[src/rtl/irqenc_pkg.sv]
package irqenc_pkg;

    localparam int unsigned WORD_W = 32;

    // mask registers: reset values and the bit that governs source 0
    localparam logic [WORD_W-1:0] MAIN_MASK_RST = 32'h0001_0fff;
    localparam logic [WORD_W-1:0] PER_MASK_RST  = 32'h7fff_fc00;
    localparam int unsigned MAIN_TOP_BIT = 16;
    localparam int unsigned PER_TOP_BIT  = 31;

    // status word field placement
    localparam int unsigned CRIT_CODES   = 4;
    localparam int unsigned CRIT_VLD_BIT = 10;
    localparam int unsigned CRIT_LSB     = 8;
    localparam int unsigned CRIT_CW      = 2;
    localparam int unsigned MAIN_VLD_BIT = 21;
    localparam int unsigned MAIN_LSB     = 16;
    localparam int unsigned MAIN_CW      = 5;
    localparam int unsigned PER_VLD_BIT  = 29;
    localparam int unsigned PER_LSB      = 24;
    localparam int unsigned PER_CW       = 5;

    // reserved codes carrying promoted peripheral requests
    localparam int unsigned CRIT_BOOST_CODE = 2;
    localparam int unsigned MAIN_BOOST_CODE = 4;

    typedef enum logic [1:0] {
        SEL_MAIN_MASK = 2'd0,
        SEL_PER_MASK  = 2'd1,
        SEL_STATUS    = 2'd2,
        SEL_SPARE     = 2'd3
    } reg_sel_e;

    // bits top, top-1, ... top-(cnt-1) set: the mask bits that own a source
    function automatic logic [WORD_W-1:0] mask_span(input int unsigned top,
                                                    input int unsigned cnt);
        logic [WORD_W-1:0] v;
        v = '0;
        for (int unsigned n = 0; n < cnt; n++) begin
            v[top-n] = 1'b1;
        end
        return v;
    endfunction

    function automatic logic [WORD_W-1:0] field_span();
        logic [WORD_W-1:0] v;
        v = '0;
        v[CRIT_VLD_BIT] = 1'b1;
        v[MAIN_VLD_BIT] = 1'b1;
        v[PER_VLD_BIT]  = 1'b1;
        v[CRIT_LSB +: CRIT_CW] = '1;
        v[MAIN_LSB +: MAIN_CW] = '1;
        v[PER_LSB  +: PER_CW]  = '1;
        return v;
    endfunction

endpackage

[src/rtl/irq_lowest_pick.sv]
module irq_lowest_pick #(
    parameter int unsigned W  = 4,
    parameter int unsigned IW = 2
) (
    input  logic [W-1:0]  vec,
    output logic          any,
    output logic [IW-1:0] idx
);

    always_comb begin
        any = |vec;
        idx = '0;
        for (int i = int'(W) - 1; i >= 0; i--) begin
            if (vec[i]) begin
                idx = IW'(i);
            end
        end
    end

endmodule

[src/rtl/irq_mask_bank.sv]
module irq_mask_bank
    import irqenc_pkg::*;
#(
    parameter int unsigned NUM_MAIN = 17,
    parameter int unsigned NUM_PER  = 22
) (
    input  logic                clk,
    input  logic                rst_n,
    input  logic                wr_en,
    input  logic [1:0]          reg_addr,
    input  logic [WORD_W-1:0]   wr_data,
    input  logic [WORD_W-1:0]   status_q,
    output logic [WORD_W-1:0]   rd_data,
    output logic [NUM_MAIN-1:0] main_en,
    output logic [NUM_PER-1:0]  per_en
);

    localparam logic [WORD_W-1:0] MAIN_WMASK = mask_span(MAIN_TOP_BIT, NUM_MAIN);
    localparam logic [WORD_W-1:0] PER_WMASK  = mask_span(PER_TOP_BIT, NUM_PER);
    localparam logic [WORD_W-1:0] MAIN_RST   = MAIN_MASK_RST & MAIN_WMASK;
    localparam logic [WORD_W-1:0] PER_RST    = PER_MASK_RST & PER_WMASK;

    reg_sel_e          sel;
    logic [WORD_W-1:0] main_q;
    logic [WORD_W-1:0] per_q;

    assign sel = reg_sel_e'(reg_addr);

    always_ff @(posedge clk or negedge rst_n) begin
        if (!rst_n) begin
            main_q <= MAIN_RST;
            per_q  <= PER_RST;
        end else if (wr_en) begin
            unique case (sel)
                SEL_MAIN_MASK: main_q <= wr_data & MAIN_WMASK;
                SEL_PER_MASK:  per_q  <= wr_data & PER_WMASK;
                SEL_STATUS:    ;
                SEL_SPARE:     ;
            endcase
        end
    end

    always_comb begin
        unique case (sel)
            SEL_MAIN_MASK: rd_data = main_q;
            SEL_PER_MASK:  rd_data = per_q;
            SEL_STATUS:    rd_data = status_q;
            SEL_SPARE:     rd_data = '0;
        endcase
    end

    // reversed bit mapping: source n sits at top-n, a 1 disables it
    for (genvar n = 0; n < NUM_MAIN; n++) begin : g_main_en
        assign main_en[n] = ~main_q[MAIN_TOP_BIT-n];
    end
    for (genvar n = 0; n < NUM_PER; n++) begin : g_per_en
        assign per_en[n] = ~per_q[PER_TOP_BIT-n];
    end

    // the status and spare addresses are not writable
    p_ro_status_r10: assert property (@(posedge clk) disable iff (!rst_n)
        (wr_en && (reg_addr == 2'd2 || reg_addr == 2'd3))
        |=> ($stable(main_en) && $stable(per_en)))
        else $error("p_ro_status_r10");

    // a main-mask write governs source 0 through data bit 16
    p_main_map_r2: assert property (@(posedge clk) disable iff (!rst_n)
        (wr_en && reg_addr == 2'd0) |=> (main_en[0] == !$past(wr_data[MAIN_TOP_BIT])))
        else $error("p_main_map_r2");

    // a peripheral-mask write governs source 0 through data bit 31
    p_per_map_r2: assert property (@(posedge clk) disable iff (!rst_n)
        (wr_en && reg_addr == 2'd1) |=> (per_en[0] == !$past(wr_data[PER_TOP_BIT])))
        else $error("p_per_map_r2");

endmodule

[src/rtl/irq_status_enc.sv]
module irq_status_enc
    import irqenc_pkg::*;
#(
    parameter int unsigned NUM_MAIN = 17,
    parameter int unsigned NUM_PER  = 22
) (
    input  logic                  clk,
    input  logic                  rst_n,
    input  logic [CRIT_CODES-1:0] crit_req,
    input  logic [NUM_MAIN-1:0]   main_req,
    input  logic [NUM_PER-1:0]    per_req,
    input  logic [NUM_PER-1:0]    boost_hi,
    input  logic [NUM_PER-1:0]    boost_lo,
    input  logic [NUM_MAIN-1:0]   main_en,
    input  logic [NUM_PER-1:0]    per_en,
    output logic [WORD_W-1:0]     status_q
);

    localparam int unsigned CIDX_W = $clog2(CRIT_CODES);
    localparam int unsigned MIDX_W = $clog2(NUM_MAIN);
    localparam int unsigned PIDX_W = $clog2(NUM_PER);
    localparam logic [WORD_W-1:0] FIELD_MASK = field_span();

    logic [NUM_PER-1:0]    per_live, hi_set, lo_set;
    logic [CRIT_CODES-1:0] crit_cand;
    logic [NUM_MAIN-1:0]   main_cand;
    logic                  crit_any, main_any, hi_any, lo_any, per_any;
    logic [CIDX_W-1:0]     crit_idx;
    logic [MIDX_W-1:0]     main_idx;
    logic [PIDX_W-1:0]     hi_idx, lo_idx, all_idx, per_idx;
    logic [WORD_W-1:0]     status_d;

    assign per_live = per_req & per_en;
    assign hi_set   = per_live & boost_hi;
    assign lo_set   = per_live & boost_lo & ~boost_hi;

    always_comb begin
        crit_cand = crit_req;
        crit_cand[CRIT_BOOST_CODE] = hi_any;
        main_cand = main_req & main_en;
        main_cand[MAIN_BOOST_CODE] = lo_any;
    end

    irq_lowest_pick #(.W(CRIT_CODES), .IW(CIDX_W)) u_pick_crit (
        .vec(crit_cand), .any(crit_any), .idx(crit_idx));
    irq_lowest_pick #(.W(NUM_MAIN), .IW(MIDX_W)) u_pick_main (
        .vec(main_cand), .any(main_any), .idx(main_idx));
    irq_lowest_pick #(.W(NUM_PER), .IW(PIDX_W)) u_pick_hi (
        .vec(hi_set), .any(hi_any), .idx(hi_idx));
    irq_lowest_pick #(.W(NUM_PER), .IW(PIDX_W)) u_pick_lo (
        .vec(lo_set), .any(lo_any), .idx(lo_idx));
    irq_lowest_pick #(.W(NUM_PER), .IW(PIDX_W)) u_pick_all (
        .vec(per_live), .any(per_any), .idx(all_idx));

    always_comb begin
        if (hi_any)      per_idx = hi_idx;
        else if (lo_any) per_idx = lo_idx;
        else             per_idx = all_idx;
    end

    always_comb begin
        status_d = '0;
        status_d[CRIT_VLD_BIT] = crit_any;
        status_d[MAIN_VLD_BIT] = main_any;
        status_d[PER_VLD_BIT]  = per_any;
        if (crit_any) status_d[CRIT_LSB +: CRIT_CW] = CRIT_CW'(crit_idx);
        if (main_any) status_d[MAIN_LSB +: MAIN_CW] = MAIN_CW'(main_idx);
        if (per_any)  status_d[PER_LSB  +: PER_CW]  = PER_CW'(per_idx);
    end

    always_ff @(posedge clk or negedge rst_n) begin
        if (!rst_n) status_q <= '0;
        else        status_q <= status_d;
    end

    // bits outside the three fields stay clear
    p_rsv_zero_r3: assert property (@(posedge clk) disable iff (!rst_n)
        (status_q & ~FIELD_MASK) == '0)
        else $error("p_rsv_zero_r3");

    // an idle field carries code 0
    p_idle_code_r3: assert property (@(posedge clk) disable iff (!rst_n)
        (status_q[CRIT_VLD_BIT] || status_q[CRIT_LSB +: CRIT_CW] == '0) &&
        (status_q[MAIN_VLD_BIT] || status_q[MAIN_LSB +: MAIN_CW] == '0) &&
        (status_q[PER_VLD_BIT]  || status_q[PER_LSB  +: PER_CW]  == '0))
        else $error("p_idle_code_r3");

    // the high-boost code implies a live peripheral field
    p_hi_link_r6: assert property (@(posedge clk) disable iff (!rst_n)
        (status_q[CRIT_VLD_BIT] && status_q[CRIT_LSB +: CRIT_CW] == CRIT_CW'(CRIT_BOOST_CODE))
        |-> status_q[PER_VLD_BIT])
        else $error("p_hi_link_r6");

    // the low-boost code implies a live peripheral field
    p_lo_link_r7: assert property (@(posedge clk) disable iff (!rst_n)
        (status_q[MAIN_VLD_BIT] && status_q[MAIN_LSB +: MAIN_CW] == MAIN_CW'(MAIN_BOOST_CODE))
        |-> status_q[PER_VLD_BIT])
        else $error("p_lo_link_r7");

    // a main code never exceeds the source count
    p_main_range_r4: assert property (@(posedge clk) disable iff (!rst_n)
        status_q[MAIN_VLD_BIT] |-> (32'(status_q[MAIN_LSB +: MAIN_CW]) < NUM_MAIN))
        else $error("p_main_range_r4");

    // peripheral valid follows requests of the previous edge
    p_per_track_r9: assert property (@(posedge clk) disable iff (!rst_n)
        status_q[PER_VLD_BIT] |-> $past(|(per_req & per_en)))
        else $error("p_per_track_r9");

endmodule

[src/rtl/irq_group_encoder.sv]
module irq_group_encoder
    import irqenc_pkg::*;
#(
    parameter int unsigned NUM_MAIN = 17,
    parameter int unsigned NUM_PER  = 22
) (
    input  logic                clk,
    input  logic                rst_n,
    input  logic [3:0]          crit_req,
    input  logic [NUM_MAIN-1:0] main_req,
    input  logic [NUM_PER-1:0]  per_req,
    input  logic [NUM_PER-1:0]  boost_hi,
    input  logic [NUM_PER-1:0]  boost_lo,
    input  logic                wr_en,
    input  logic [1:0]          reg_addr,
    input  logic [31:0]         wr_data,
    output logic [31:0]         rd_data,
    output logic [31:0]         status_word
);

    logic [NUM_MAIN-1:0] main_en;
    logic [NUM_PER-1:0]  per_en;
    logic [WORD_W-1:0]   status_q;

    irq_mask_bank #(.NUM_MAIN(NUM_MAIN), .NUM_PER(NUM_PER)) u_masks (
        .clk      (clk),
        .rst_n    (rst_n),
        .wr_en    (wr_en),
        .reg_addr (reg_addr),
        .wr_data  (wr_data),
        .status_q (status_q),
        .rd_data  (rd_data),
        .main_en  (main_en),
        .per_en   (per_en)
    );

    irq_status_enc #(.NUM_MAIN(NUM_MAIN), .NUM_PER(NUM_PER)) u_enc (
        .clk      (clk),
        .rst_n    (rst_n),
        .crit_req (crit_req),
        .main_req (main_req),
        .per_req  (per_req),
        .boost_hi (boost_hi),
        .boost_lo (boost_lo),
        .main_en  (main_en),
        .per_en   (per_en),
        .status_q (status_q)
    );

    assign status_word = status_q;

endmodule

[config.mk]
export PLATFORM = sky130hd
export DESIGN_NAME = irq_group_encoder
export DESIGN_NICKNAME = d
export VERILOG_FILES = /design/src/rtl/irqenc_pkg.sv /design/src/rtl/irq_lowest_pick.sv /design/src/rtl/irq_mask_bank.sv /design/src/rtl/irq_status_enc.sv /design/src/rtl/irq_group_encoder.sv
export SDC_FILE = /design/constraint.sdc
export NUM_CORES = 1
export LEC_CHECK = 0
export ABC_AREA = 1
export BUFFER_PORTS_ARGS = -buffer_cell sky130_fd_sc_hd__buf_2
export CORE_AREA = 2 2 121 88
export CTS_BUF_LIST = sky130_fd_sc_hd__clkbuf_16
export DETAILED_ROUTE_END_ITERATION = 7
export DIE_AREA = 0 0 123 90
export PLACE_DENSITY = 0.8
export REMOVE_ABC_BUFFERS = 1
export SYNTH_ARGS = -nofsm -noshare
export SYNTH_HDL_FRONTEND = slang
export SYNTH_HIERARCHICAL = 1
export SYNTH_SLANG_ARGS = --single-unit
[constraint.sdc]
create_clock -name clk -period 2.5 [get_ports clk]
set_input_delay 0.25 -clock clk [delete_from_list [all_inputs] [get_ports clk]]
set_output_delay 0.25 -clock clk [all_outputs]
set_load 0.1 [all_outputs]
After elaboration in Yosys (flattened, before gate mapping)
Index checks and enable logic that the tools add are counted.

storage, ports and cells
  bits in registers = 54
  input port bits = 124
  output and inout port bits = 64
  word-level logic and storage cells = 152

operators by class
  eq/ne operators = 3
  mux-type cells = 93
  bitwise operators = 45
  reduce and logical (&&, ||, !) cells = 8

operator list
  kind                                                  count
  two-way mux 5 bit                                     87
  case mux 32 bit (4 select lines)                      1
  bitwise AND 22 bit                                    4
  OR reduction 22 bit                                   3
  inverter 1 bit                                        39
  OR reduction 38 bit                                   1
  OR reduction 25 bit                                   1
  inverter 22 bit                                       1
  bitwise AND 17 bit                                    1
  two-way mux 2 bit                                     5
  equality test 2 bit (second input constant)           2
  AND reduction 2 bit                                   2
  equality test 2 x 1 -> 1 bit (second input constant)  1
  zero test 2 bit                                       1

Logic depth before layout (Yosys ltp)
  word-level depth = 29
  depth in mapped cells = 28
  depth with buffers taken out = 28

Modules after synthesis
Netlist, hierarchy kept.

by module, submodules not included
  module                                   instances  cells each  area each (um^2)
  irq_mask_bank                            1          327         2352.3
  irq_status_enc                           1          248         1327.5
  irq_lowest_pick at u_enc.u_pick_all ...  3          70          292.8
  irq_lowest_pick at u_enc.u_pick_main     1          52          226.5
  irq_lowest_pick at u_enc.u_pick_crit     1          9           46.3

Least setup slack after synthesis
Ideal clock, no wire load.

  path kind = register to output
  start point = register u_enc.status_q[10]
  end point = output port rd_data[10]
  arrival = 1767 ps
  required time = 2250 ps
  slack = 483 ps
  cell stages (with the launch flop) = 3
  buffers on the path = 0
  path through = dfrtp_1 nand3_1 nand3_1

between the ends
  word-level cells in the longest chain between the ends = 1

ends and longest elaborated chain
  element                           RTL line                 RTL
  start: declaration                irq_status_enc.sv:16     output logic [WORD_W-1:0] status_q
  start signal: assignment          irq_status_enc.sv:73     else status_q <= status_d;
  case mux 32 bit (4 select lines)  irq_mask_bank.sv:44      unique case (sel)
  end: declaration                  irq_group_encoder.sv:17  output logic [31:0] rd_data,

Every way passes these cells.

Final worst setup path
  start point = register u_masks.per_q[30]
  end point = register u_enc.status_q[19]

between the ends
  word-level cells in the longest chain between the ends = 11

ends and longest elaborated chain
  element                          RTL line                 RTL
  start: declaration               irq_mask_bank.sv:25      logic [WORD_W-1:0] per_q;
  start signal: assignment         irq_mask_bank.sv:36      SEL_PER_MASK: per_q <= wr_data & PER_WMASK;
  inverter 1 bit                   irq_mask_bank.sv:57      assign per_en[n] = ~per_q[PER_TOP_BIT-n];
  net per_en[1]                    irq_group_encoder.sv:22  logic [NUM_PER-1:0] per_en;
  bitwise AND 22 bit               irq_status_enc.sv:33     assign per_live = per_req & per_en;
  bitwise AND 22 bit (2 in a row)  irq_status_enc.sv:35     assign lo_set = per_live & boost_lo & ~boost_hi;
  net u_enc.lo_set[1]              irq_status_enc.sv:24     logic [NUM_PER-1:0] per_live, hi_set, lo_set;
  OR reduction 22 bit              irq_lowest_pick.sv:11    any = |vec;
  net u_enc.lo_any                 irq_status_enc.sv:27     logic crit_any, main_any, hi_any, lo_any, per_any;
  two-way mux 5 bit (5 in a row)   irq_lowest_pick.sv:14    if (vec[i]) begin
  two-way mux 5 bit                irq_status_enc.sv:67     if (main_any) status_d[MAIN_LSB +: MAIN_CW] = MAIN_CW'(main_idx);
  net u_enc.status_d[19]           irq_status_enc.sv:31     logic [WORD_W-1:0] status_d;

The timed path passes the listed nets, and every way through them passes these cells.
A chain may end at the register's enable or synchronous reset.

==> results.py <==
metrics = {
    "sta": {
        "tightest_slew_ps": 595,
        "slew_violations": 0,
        "tns_ps": 0,
        "fin_crit_ps": 2260,
        "fin_hold_ws_ps": 167,
        "slew_headroom_pct": 60.3,
        "skew_ps": 5.38,
        "setup_violations": 0,
        "clock.fmax_ghz": 0.442,
        "finalHoldViolCount": 0,
        "min_period_over_period_pct": 90.4,
    },
    "pwr": {
        "cellLeakagePower_uw": 0.00377,
        "p_switching_uw": 1740,
        "peakVddDrop_mv": 0.419,
        "seq_power_share_pct": 32.0,
        "swShare_pct": 47.8,
        "p_int_uw": 1900,
        "clockPowerShare_pct": 18.5,
        "finalPower_uw": 3640,
        "combinationalPowerShare_pct": 49.5,
        "powerDensity_mw_per_mm2": 600,
    },
    "placement": {
        "place.gp.congestion": 0.930,
        "port_buffers": 168,
        "dp_hpwl_mm": 11.4,
    },
    "worst_setup_path": {
        "critPathMaxFanout": 6,
        "crit_type": "reg -> reg",
        "worstPathRequired_ps": 2690,
        "crit_arrival_ps": 2450,
        "end_kind": "flip-flop",
        "critPathLaunchType": "flip-flop",
    },
    "synthesis": {
        "syn_inst": 845,
        "synth_warnings": 6,
        "synth_area_mm2": 0.00483,
        "postSynthAreaPerCell_um2": 5.71,
    },
    "cts": {
        "clock_latency_ps": 290,
        "cts_root_buffer": "clkbuf_16",
        "cts_sinks": 54,
        "cts_buffers": 5,
        "cts_tree": "yes",
        "h-tree-depth": 2,
        "clock_path_buffers": 2,
        "cts.clk_slew.worst_paths_ps": 70,
    },
    "route": {
        "drc": 0,
        "ant_nets": 0,
        "via_per_inst": 4.70,
        "finalWirelength_mm": 14.1,
        "drtIter0Drc": 377,
        "wl_per_cell_um": 12.3,
        "first_pass_iters": 5,
        "via_count": 5360,
    },
    "floorplanning": {
        "io_pins": 188,
        "rows": 31,
        "core_area_mm2": 0.0100,
        "die_h_um": 90,
        "start_util_pct": 48.2,
        "dieArea_mm2": 0.0111,
        "die_x_um": 123,
    },
    "worst_hold_path": {
        "hold_class": "in -> reg",
    },
    "finish": {
        "drive_gt1_share_pct": 25.9,
        "syn2layout_area_growth_pct": 25.8,
        "final_nets": 1132,
        "n_antenna_cell": 0,
    },
    "run": {
        "drv_cap": 0,
    },
    "global_route": {
        "antenna_found_initial": 1,
        "grt_max_degree": 36,
        "gr-total-overflow": 0,
        "grt_usage_pct": 25.1,
        "grt_pass1_wl_mm": 22.2,
        "grt_pass1_vias": 4668,
    },
    "run_status": {
        "status": "finished clean",
    },
}
## timing repair
item | 4_1_cts | 5_1_grt
endpoints found under the setup margin | 0 | 7
buffers inserted | 0 | 1
hold buffers | 1 | 0
gates resized for setup | 0 | 14
hold endpoints to repair | 7 | 0
## area by class of cell
class | count | area, um2
Multi-Input combinational cell | 571 | 2480
Clock inverter | 3 | 12.5
Inverter | 196 | 741
Clock buffer | 5 | 125
Fill cell | 1037 | 3940
Sequential cell | 54 | 1390
Tap cell | 132 | 165
Timing Repair Buffer | 180 | 1160
## through the flow
| stage | instance area [um2] | setup WS, ps | util (%) | cells |
|---|---|---|---|---|
| 5_1_grt | 6070 | -24.4 | 60.7 | 1141 |
| 3_3_place_gp | 5880 | 128 | 58.8 | 1131 |
| 2_1_floorplan | 4570 | 315 | - | 821 |
| 6_report | 6070 | 239 | 60.7 | 1141 |
| 3_5_place_dp | 5880 | 88.5 | 58.8 | 1131 |
| 4_1_cts | 6030 | 77.4 | 60.2 | 1140 |
## cells in the final DEF, fill, tap and decap left out, drive strengths merged, types with 5 or more instances in the layout
master,count
conb,17
nand2,332
nor2,104
buf,179
dfrtp,20
nand3,53
dfstp,34
inv,197
clkbuf,5
a21oi,10
nand4,23
o21ai,5
nor3,7
## power by group through the flow
| stage | Sequential [uW] | Clock (uW) | Combinational (uW) |
|---|---|---|---|
| after global routing | 1180 | 725 | 1960 |
| final | 1160 | 674 | 1800 |
| after CTS | 1160 | 678 | 1770 |
| after detailed placement | 1180 | 0 | 1770 |
| after global placement | 1170 | 0 | 1750 |
| after floorplan | 1340 | 0 | 1120 |
## layer usage
metal | up-vias | track usage [%] | share of wire, %
li1 | 2789 | - | -
met1 | 2317 | 37.2 | 47
met2 | 239 | 38.5 | 42
met3 | 13 | 6.03 | 11
met4 | 2 | 2.37 | 0.52
met5 | - | 0 | 0.092
## flip-flops by register name (all words and copies together), names as in the netlist
signal,count
u_enc/status_q,15
u_masks/main_q,17
u_masks/per_q,22
## worst max-delay path, stage by stage, from the launching register on
cell	delay, ps
dfstp_2	540
inv_1	50
nand2_1	90
nor2_1	90
nor4_2	270
inv_1	140
nor2_2	140
nand3_2	120
nor2_2	130
nand2_1	80
nor2_1	140
nand3b_1	200
nand2_1	120
inv_1	40
## final timing paths
| kind | from | to | slack (ps) | cells past startpoint |
|---|---|---|---|---|
| max | u_masks/per_q[30] | u_enc/status_q[19] | 240 | 13 |
| min | wr_data[2] | u_masks/main_q[2] | 170 | 3 |
| max reg2reg | u_masks/per_q[30] | u_enc/status_q[19] | 240 | 13 |
| min reg2reg | u_masks/per_q[23] | u_masks/per_q[23] | 470 | 2 |
| max in group asynchronous | rst_n | u_masks/per_q[25] | 1380 | 3 |
| min in group asynchronous | rst_n | u_masks/main_q[13] | 430 | 2 |
No activity file was read; power rests on OpenSTA's default activity.
